==> src/rtl/dm_pkg.sv <==
package dm_pkg;
  typedef logic [23:0] rgb_t;
  localparam rgb_t RGB_BLACK  = 24'h000000;
  localparam rgb_t RGB_BLUE   = 24'h0000FF;
  localparam rgb_t RGB_RED    = 24'hFF0000;
  localparam rgb_t RGB_YELLOW = 24'hFFFF00;
  localparam rgb_t RGB_GREY   = 24'h808080;
  localparam rgb_t RGB_PURPLE = 24'h800080;

  typedef enum logic [1:0] {
    ST_EMPTY = 2'd0,
    ST_HEAD  = 2'd1,
    ST_TAIL  = 2'd2,
    ST_WIRE  = 2'd3
  } cell_st_e;

  function automatic rgb_t state_rgb(input logic [1:0] st);
    case (cell_st_e'(st))
      ST_EMPTY: state_rgb = RGB_BLACK;
      ST_HEAD:  state_rgb = RGB_BLUE;
      ST_TAIL:  state_rgb = RGB_RED;
      default:  state_rgb = RGB_YELLOW;
    endcase
  endfunction
endpackage

==> src/rtl/dm_addr_gen.sv <==
module dm_addr_gen #(
  parameter int COORD_W   = 11,
  parameter int CELL_LOG2 = 3,
  parameter int GRID_COLS = 20,
  parameter int GRID_ROWS = 12,
  parameter int LANE_LOG2 = 2,
  parameter int ADDR_W    = 6
) (
  input  logic                 clk_i,
  input  logic                 rst_ni,
  input  logic [COORD_W-1:0]   px_x_i,
  input  logic [COORD_W-1:0]   px_y_i,
  output logic [ADDR_W-1:0]    addr_o,
  output logic [LANE_LOG2-1:0] lane_o,
  output logic                 border_o,
  output logic                 outside_o
);
  localparam int IDX_W = COORD_W - CELL_LOG2;

  logic [IDX_W-1:0]           col_idx, row_idx;
  logic [IDX_W-LANE_LOG2-1:0] grp_idx;
  logic                       in_grid, on_edge;
  logic [ADDR_W-1:0]          addr_d;

  assign col_idx = px_x_i[COORD_W-1:CELL_LOG2];
  assign row_idx = px_y_i[COORD_W-1:CELL_LOG2];
  assign grp_idx = row_idx[IDX_W-1:LANE_LOG2];
  assign in_grid = (col_idx < IDX_W'(GRID_COLS)) && (row_idx < IDX_W'(GRID_ROWS));
  assign on_edge = (px_x_i[CELL_LOG2-1:0] == '0) || (px_y_i[CELL_LOG2-1:0] == '0);

  // out-of-grid reads are parked at 0; the data is discarded downstream
  always_comb begin
    addr_d = '0;
    if (in_grid) addr_d = ADDR_W'(grp_idx) * ADDR_W'(GRID_COLS) + ADDR_W'(col_idx);
  end

  always_ff @(posedge clk_i or negedge rst_ni) begin
    if (!rst_ni) begin
      addr_o    <= '0;
      lane_o    <= '0;
      border_o  <= 1'b0;
      outside_o <= 1'b0;
    end else begin
      addr_o    <= addr_d;
      lane_o    <= row_idx[LANE_LOG2-1:0];
      border_o  <= on_edge;
      outside_o <= !in_grid;
    end
  end
endmodule

==> src/rtl/dm_delay.sv <==
module dm_delay #(
  parameter int W     = 4,
  parameter int DEPTH = 1
) (
  input  logic         clk_i,
  input  logic         rst_ni,
  input  logic [W-1:0] d_i,
  output logic [W-1:0] q_o
);
  logic [W-1:0] stage [DEPTH+1];

  assign stage[0] = d_i;

  for (genvar i = 0; i < DEPTH; i++) begin : g_stage
    always_ff @(posedge clk_i or negedge rst_ni) begin
      if (!rst_ni) stage[i+1] <= '0;
      else         stage[i+1] <= stage[i];
    end
  end

  assign q_o = stage[DEPTH];
endmodule

==> src/rtl/dm_colour.sv <==
module dm_colour
  import dm_pkg::*;
#(
  parameter int LANES     = 4,
  parameter int LANE_LOG2 = 2
) (
  input  logic                 clk_i,
  input  logic                 rst_ni,
  input  logic [2*LANES-1:0]   word_i,
  input  logic [LANE_LOG2-1:0] lane_i,
  input  logic                 border_i,
  input  logic                 outside_i,
  output rgb_t                 colour_o
);
  logic [1:0] st;
  rgb_t       colour_d;

  assign st = word_i[2*lane_i +: 2];

  always_comb begin
    if (outside_i)     colour_d = RGB_PURPLE;
    else if (border_i) colour_d = RGB_GREY;
    else               colour_d = state_rgb(st);
  end

  always_ff @(posedge clk_i or negedge rst_ni) begin
    if (!rst_ni) colour_o <= RGB_BLACK;
    else         colour_o <= colour_d;
  end
endmodule

==> src/rtl/cell_display_mapper.sv <==
module cell_display_mapper #(
  parameter int COORD_W   = 11,
  parameter int CELL_LOG2 = 3,
  parameter int GRID_COLS = 20,
  parameter int GRID_ROWS = 12,
  parameter int LANES     = 4,
  parameter int RD_LAT    = 1,
  localparam int LANE_LOG2 = $clog2(LANES),
  localparam int GROUPS    = (GRID_ROWS + LANES - 1) / LANES,
  localparam int ADDR_W    = $clog2(GRID_COLS * GROUPS)
) (
  input  logic               clk_i,
  input  logic               rst_ni,
  input  logic [COORD_W-1:0] px_x_i,
  input  logic [COORD_W-1:0] px_y_i,
  output logic [ADDR_W-1:0]  mem_raddr_o,
  input  logic [2*LANES-1:0] mem_rdata_i,
  output logic [23:0]        colour_o
);
  localparam int SIDE_W = LANE_LOG2 + 2;

  logic [LANE_LOG2-1:0] lane_a, lane_d;
  logic                 border_a, border_d, outside_a, outside_d;

  dm_addr_gen #(
    .COORD_W(COORD_W), .CELL_LOG2(CELL_LOG2), .GRID_COLS(GRID_COLS),
    .GRID_ROWS(GRID_ROWS), .LANE_LOG2(LANE_LOG2), .ADDR_W(ADDR_W)
  ) u_addr (
    .clk_i, .rst_ni, .px_x_i, .px_y_i,
    .addr_o(mem_raddr_o), .lane_o(lane_a), .border_o(border_a), .outside_o(outside_a)
  );

  // side info follows the word through the memory latency
  dm_delay #(.W(SIDE_W), .DEPTH(RD_LAT)) u_side (
    .clk_i, .rst_ni,
    .d_i({lane_a, border_a, outside_a}),
    .q_o({lane_d, border_d, outside_d})
  );

  dm_colour #(.LANES(LANES), .LANE_LOG2(LANE_LOG2)) u_colour (
    .clk_i, .rst_ni, .word_i(mem_rdata_i), .lane_i(lane_d),
    .border_i(border_d), .outside_i(outside_d), .colour_o
  );
endmodule

==> config.mk <==
export PLATFORM = sky130hd
export DESIGN_NAME = cell_display_mapper
export DESIGN_NICKNAME = d
export VERILOG_FILES = /design/src/rtl/dm_pkg.sv /design/src/rtl/dm_addr_gen.sv /design/src/rtl/dm_delay.sv /design/src/rtl/dm_colour.sv /design/src/rtl/cell_display_mapper.sv
export SDC_FILE = /design/constraint.sdc
export NUM_CORES = 1
export LEC_CHECK = 0
export BUFFER_PORTS_ARGS = -buffer_cell sky130_fd_sc_hd__buf_2
export CORE_AREA = 8 8 60 62
export DETAILED_ROUTE_END_ITERATION = 8
export DIE_AREA = 0 0 68 70
export MAX_ROUTING_LAYER = met4
export PLACE_DENSITY = 0.73
export SYNTH_ARGS = -nofsm -noshare
export SYNTH_HDL_FRONTEND = slang
export SYNTH_SLANG_ARGS = --single-unit
==> constraint.sdc <==
create_clock -name clk_i -period 1.3 [get_ports clk_i]
set_input_delay 0.195 -clock clk_i [delete_from_list [all_inputs] [get_ports clk_i]]
set_output_delay 0.195 -clock clk_i [all_outputs]
set_load 0.03 [all_outputs]
; Word level (Yosys, flattened, before mapping)
; Cells that the tools add are included.
[word_totals]
mem_count = 0
ramBits = 0
elab_cells = 23
romBits = 0
latch_bits = 0
output_inout_bits = 30
regBits = 38
[op_classes]
shift = 1
reduce_logical = 6
n_bitwise = 0
mul = 1
order_cmp = 2
n_eq_ne = 2
div_mod_pow = 0
muxes = 4
n_addsub = 1
[op_table]
columns = operator, count
row1 = $pmux W24 S3, 1
row2 = $mux W24, 2
row3 = $lt A8 B4 Y1 const B, 1
row4 = $lt A8 B5 Y1 const B, 1
row5 = $shiftx A8 B4 Y2, 1
row6 = $add A6 B6 Y6, 1
row7 = $logic_not A3 Y1, 2
row8 = $mul A6 B3 Y4 const B, 1
row9 = $mux W6, 1
row10 = $eq A2 B1 Y1 const B, 1
row11 = $eq A2 B2 Y1 const B, 1
row12 = $logic_not A2 Y1, 1
row13 = $logic_and A1 B1 Y1, 1
row14 = $logic_not A1 Y1, 1
row15 = $logic_or A1 B1 Y1, 1

; Logic depth before layout (Yosys ltp)
[depth]
word_depth = 5
ltp_mapped = 5
ltp_nobuf = 5

; By module
; From an unflattened synthesis, not the netlist that was laid out.
[unflattened]
hier_cells = 77
hier_area_um2 = 952.2
[by_module_without_submodules]
columns = mod, area_each_um2, seq_area_each_um2, cells_per_inst, n_inst
row1 = dm_addr_gen, 473.0, 250.2, 36, 1
row2 = dm_colour, 379.1, 150.1, 37, 1
row3 = dm_delay, 100.1, 100.1, 4, 1

; Least setup slack after synthesis
; No wires, ideal clock.
[synth_timing]
path_type = input to register
start = input port px_x_i[9]
end = register u_addr.addr_o[0]
path_stages = 3
path_buffers = 0
required_ps = 1236
setup_ps = 64
path_slack_ps = 82
arrival_ps = 1154
path_cell_list = or4_4 > a211oi_4 > and2_2
[synth_via]
elab_chain_len = 3
[synth_lines]
columns = element, line_no
row1 = start: declaration, cell_display_mapper.sv:14  ; input logic [COORD_W-1:0] px_x_i,
row2 = $lt A8 B5 Y1, dm_addr_gen.sv:28  ; assign in_grid = (col_idx < IDX_W'(GRID_COLS)) && (row_idx < IDX_W'(GRID_ROWS));
row3 = $logic_and A1 B1 Y1, dm_addr_gen.sv:28
row4 = $mux W6, dm_addr_gen.sv:34  ; if (in_grid) addr_d = ADDR_W'(grp_idx) * ADDR_W'(GRID_COLS) + ADDR_W'(col_idx);
row5 = named net u_addr.addr_d[0], dm_addr_gen.sv:23  ; logic [ADDR_W-1:0] addr_d;
row6 = end signal: assignment, dm_addr_gen.sv:44  ; addr_o <= addr_d;
row7 = end: declaration, dm_addr_gen.sv:13  ; output logic [ADDR_W-1:0] addr_o,
; The timed path passes the listed nets, and every way through them passes these cells.

; Final worst setup path
[layout_timing]
start = register u_side.stage (netlist bit u_side.q_o[2])
end = register u_colour.colour_o[15]
[layout_via]
elab_chain_len = 5
word_cells_on_any_way = 7
[layout_lines]
columns = element, line_no
row1 = start: declaration, dm_delay.sv:10  ; logic [W-1:0] stage [DEPTH+1];
row2 = start signal: indexed assignment, dm_delay.sv:17  ; else stage[i+1] <= stage[i];
row3 = $shiftx A8 B4 Y2 *, dm_colour.sv:18  ; assign st = word_i[2*lane_i +: 2];
row4 = "$eq A2 B2 Y1, or another cell as far along", dm_pkg.sv:18  ; case (cell_st_e'(st))
row5 = $pmux W24 S3 *, dm_pkg.sv:18
row6 = $mux W24 *, dm_colour.sv:22  ; else if (border_i) colour_d = RGB_GREY;
row7 = $mux W24 *, dm_colour.sv:21  ; if (outside_i) colour_d = RGB_PURPLE;
row8 = named net u_colour.colour_d[15], dm_colour.sv:16  ; rgb_t colour_d;
row9 = end signal: assignment, dm_colour.sv:28  ; else colour_o <= colour_d;
row10 = end: declaration, dm_colour.sv:13  ; output rgb_t colour_o
; Mark *: on every way through the listed nets, which the timed path passes. The rest lies on a longest branch.

==> metrics <==
RSZ-0062 raised after global routing=true; IO buf count=slightly above 60; GRT Total Usage=under 10%; clock skew=0.00902 ns; grt ovf=0; Setup crit end kind=flop; DP Worst Slack=-0.109 ns; Antenna Cells=0; vias in the first global route=slightly above 800; Die X=around 68 um; top-level port count=62; remaining antenna violation count after routing=0; multi-input logic area=around 310 um2; Pwr per Cell Area=~1000 nW/um2; CP required=roughly 1.5 ns; share of layout cells above drive strength 1=57.4%; ys async rst share=between 90% and 100%; Worst Path Max Fanout=3; Pre-Repair DR Iteration Count=4; initial cell density of the core=35.6%; Post-DP Area=about 1200 um2; fmax=a little under 800 MHz; fin area=about 1300 um2; Root Buffer=clkbuf_4; # fillers=approximately 250; drt wl/cell=12.1 um; hold_ws=0.0633 ns; Syn. warnings=0; Worst-Skew Late Latency=~0.29 ns; first-pass GRT wire length=about 3.1 mm; area growth from synthesis to layout=32.7%; min setup slack post-route=between 0.03 and 0.04 ns; #FFs+latches synth=20; Syn Inst Count=77; r2r setup slk=approximately 0.038 ns; critical path's top delay family=multiplexers; worst hold path type=in -> reg; CTS tree=yes; peak supply drop=roughly 0.58 mV; detailed-placement wirelength estimate=approximately 1.7 mm; crit share post-route=97.0%; layout net count=~170; vias post-DR=between 700 and 800; initial antenna violation count=0; Syn Nets=114; MaxCap Viol Count=0; Clock H-tree levels=1; synth unique cells=21; Residual DRC=0; # placed instances=around 150; Tmin final=roughly 1.3 ns; EDFF count, synth=0; crit-path cells=mux4_2 -> a21oi_2 -> nor2_1; synthesized area=around 950 um2; Clock Pin Slew Worst Setup and Hold Paths=0.11 ns; crit path launch type=flop; Final Hold Vio Count=0; non-filler cells, final=160; # setup viols final=0; Synth Flop Type=dfrtp_1; Least-Margin Pin Slew=between 0.4 and 0.5 ns; Avg Cell Area, Syn=between 10 and 15 um2; Die Y=~70 um; Inserted Clock Buffers=3; RD Place Congestion=between 0.6 and 0.7; FF/Latch Area=between 500 and 600 um2; core region area=about 2700 um2; largest net degree at the start of global routing=21; Leak=around 0.71 nW; Die ar.=4760 um2; post-CTS setup buffers=0; Total Neg Setup Slack=0 ns; buffer levels on the longest clock path=2; Seq/Total Area, Yosys=52.8%; Starting DRT DRC Count=4; Slew Viols, Final=0; via/cell ratio=about 4.5; CTS sink cnt=20; status=finished clean; drt total wl=about 1.9 mm; WS Path Type=reg -> reg; FP Rows=19; max_slew headroom=72.2%; crit-path max cell delay=roughly 0.56 ns; CP arrival=1.45 ns; CP Buf/Inv Count=0; CP max-delay cell=mux4_2
==> cell type report <==
cell class	count	share of cell area, %
well taps	31	3.08
flip-flops and latches	20	39.8
clock buffers	3	1.79
repair buffers	66	27.8
clock inverters	1	2.39
multi-input cells	36	24.3
inverters	3	0.895
==> flip-flops by register name, indices dropped and copies added (netlist names) <==
| name | flops |
|---|---|
| u_addr.outside_o | 1 |
| u_side.q_o | 4 |
| u_addr.border_o | 1 |
| u_addr.lane_o | 2 |
| u_addr.addr_o | 6 |
| u_colour.colour_o | 6 |
==> cell families after synthesis <==
kind of cell               share of synthesized area (%)
AOI/OAI and AO/OA                                   5.81
xor gates and xnor gates                            4.62
adders and majority gates                           7.39
buffers and inverters                               15.4
DFF                                                 52.8
muxes                                               4.75
and+or+nand+nor                                     9.24
==> placed cells by master (no fill, tap or decap) <==
cell,count
buf_2,61
dfrtp_1,20
nor2_1,6
ha_1,4
nand2_1,3
xnor2_1,3
and2_1,3
clkbuf_4,3
dlygate4sd3_1,3
mux4_2,2
inv_1,2
nor3_1,2
o21ai_0,2
xor2_1,2
buf_4,2
a21oi_2,1
or4_4,1
a211oi_4,1
inv_2,1
and2_2,1
or3_1,1
o31ai_1,1
a21o_1,1
a21oi_1,1
fa_1,1
bufinv_16,1
==> metal layers <==
layer / vias up / wire length, um / track usage, %
met5: - / 0 / -
met1: 321 / 727 / 8.73
li1: 341 / - / -
met3: 0 / 330 / 3.35
met2: 50 / 884 / 13.9
met4: 0 / 0 / 2.05
==> where the power goes <==
part / leakage [nW] / internal, mW / total [mW] / switching (mW)
combinational: 0.432 / 0.0912 / 0.167 / 0.0760
clock: 0.0279 / 0.311 / 0.491 / 0.180
sequential: 0.247 / 0.633 / 0.639 / 0.00595
==> worst paths after layout <==
| path | from | end | depth (start not counted) |
|---|---|---|---|
| setup / recovery | u_side.q_o[2] | u_colour.colour_o[15] | 3 |
| hold / removal | px_x_i[2] | u_addr.border_o | 2 |
| setup reg to reg | u_side.q_o[2] | u_colour.colour_o[15] | 3 |
| hold reg to reg | u_addr.outside_o | u_side.q_o[0] | 0 |
| max in group asynchronous | rst_ni | u_addr.outside_o | 2 |
| min in group asynchronous | rst_ni | u_colour.colour_o[6] | 2 |
==> synth_stat cells, drive strengths merged (3+ instances only) <==
cell,number,area share [%]
nand2,3,1.2
inv,3,1.2
ha,4,5.3
xnor2,3,2.8
nor2,6,2.4
and2,4,2.8
buf,18,14
dfrtp,20,53
==> through the flow <==
step | total power [mW] | utilization [%]
floorplan | 0.727 | -
global placement | 0.803 | 44.0
detailed placement | 0.812 | 44.0
CTS | 1.31 | 47.1
global route | 1.36 | 47.3
finish | 1.30 | 47.3
==> timing repair <==
item	in CTS	in global routing
gates resized for setup	0	1
endpoints found under the setup margin	0	1
hold buffers	3	0
endpoints found under the hold margin	22	0
==> worst register-to-register path, stage by stage, from the launching register on <==
cell	delay, ns
dfrtp_1	0.40
mux4_2	0.56
a21oi_2	0.15
nor2_1	0.05
Power figures use the tool's default switching activity.
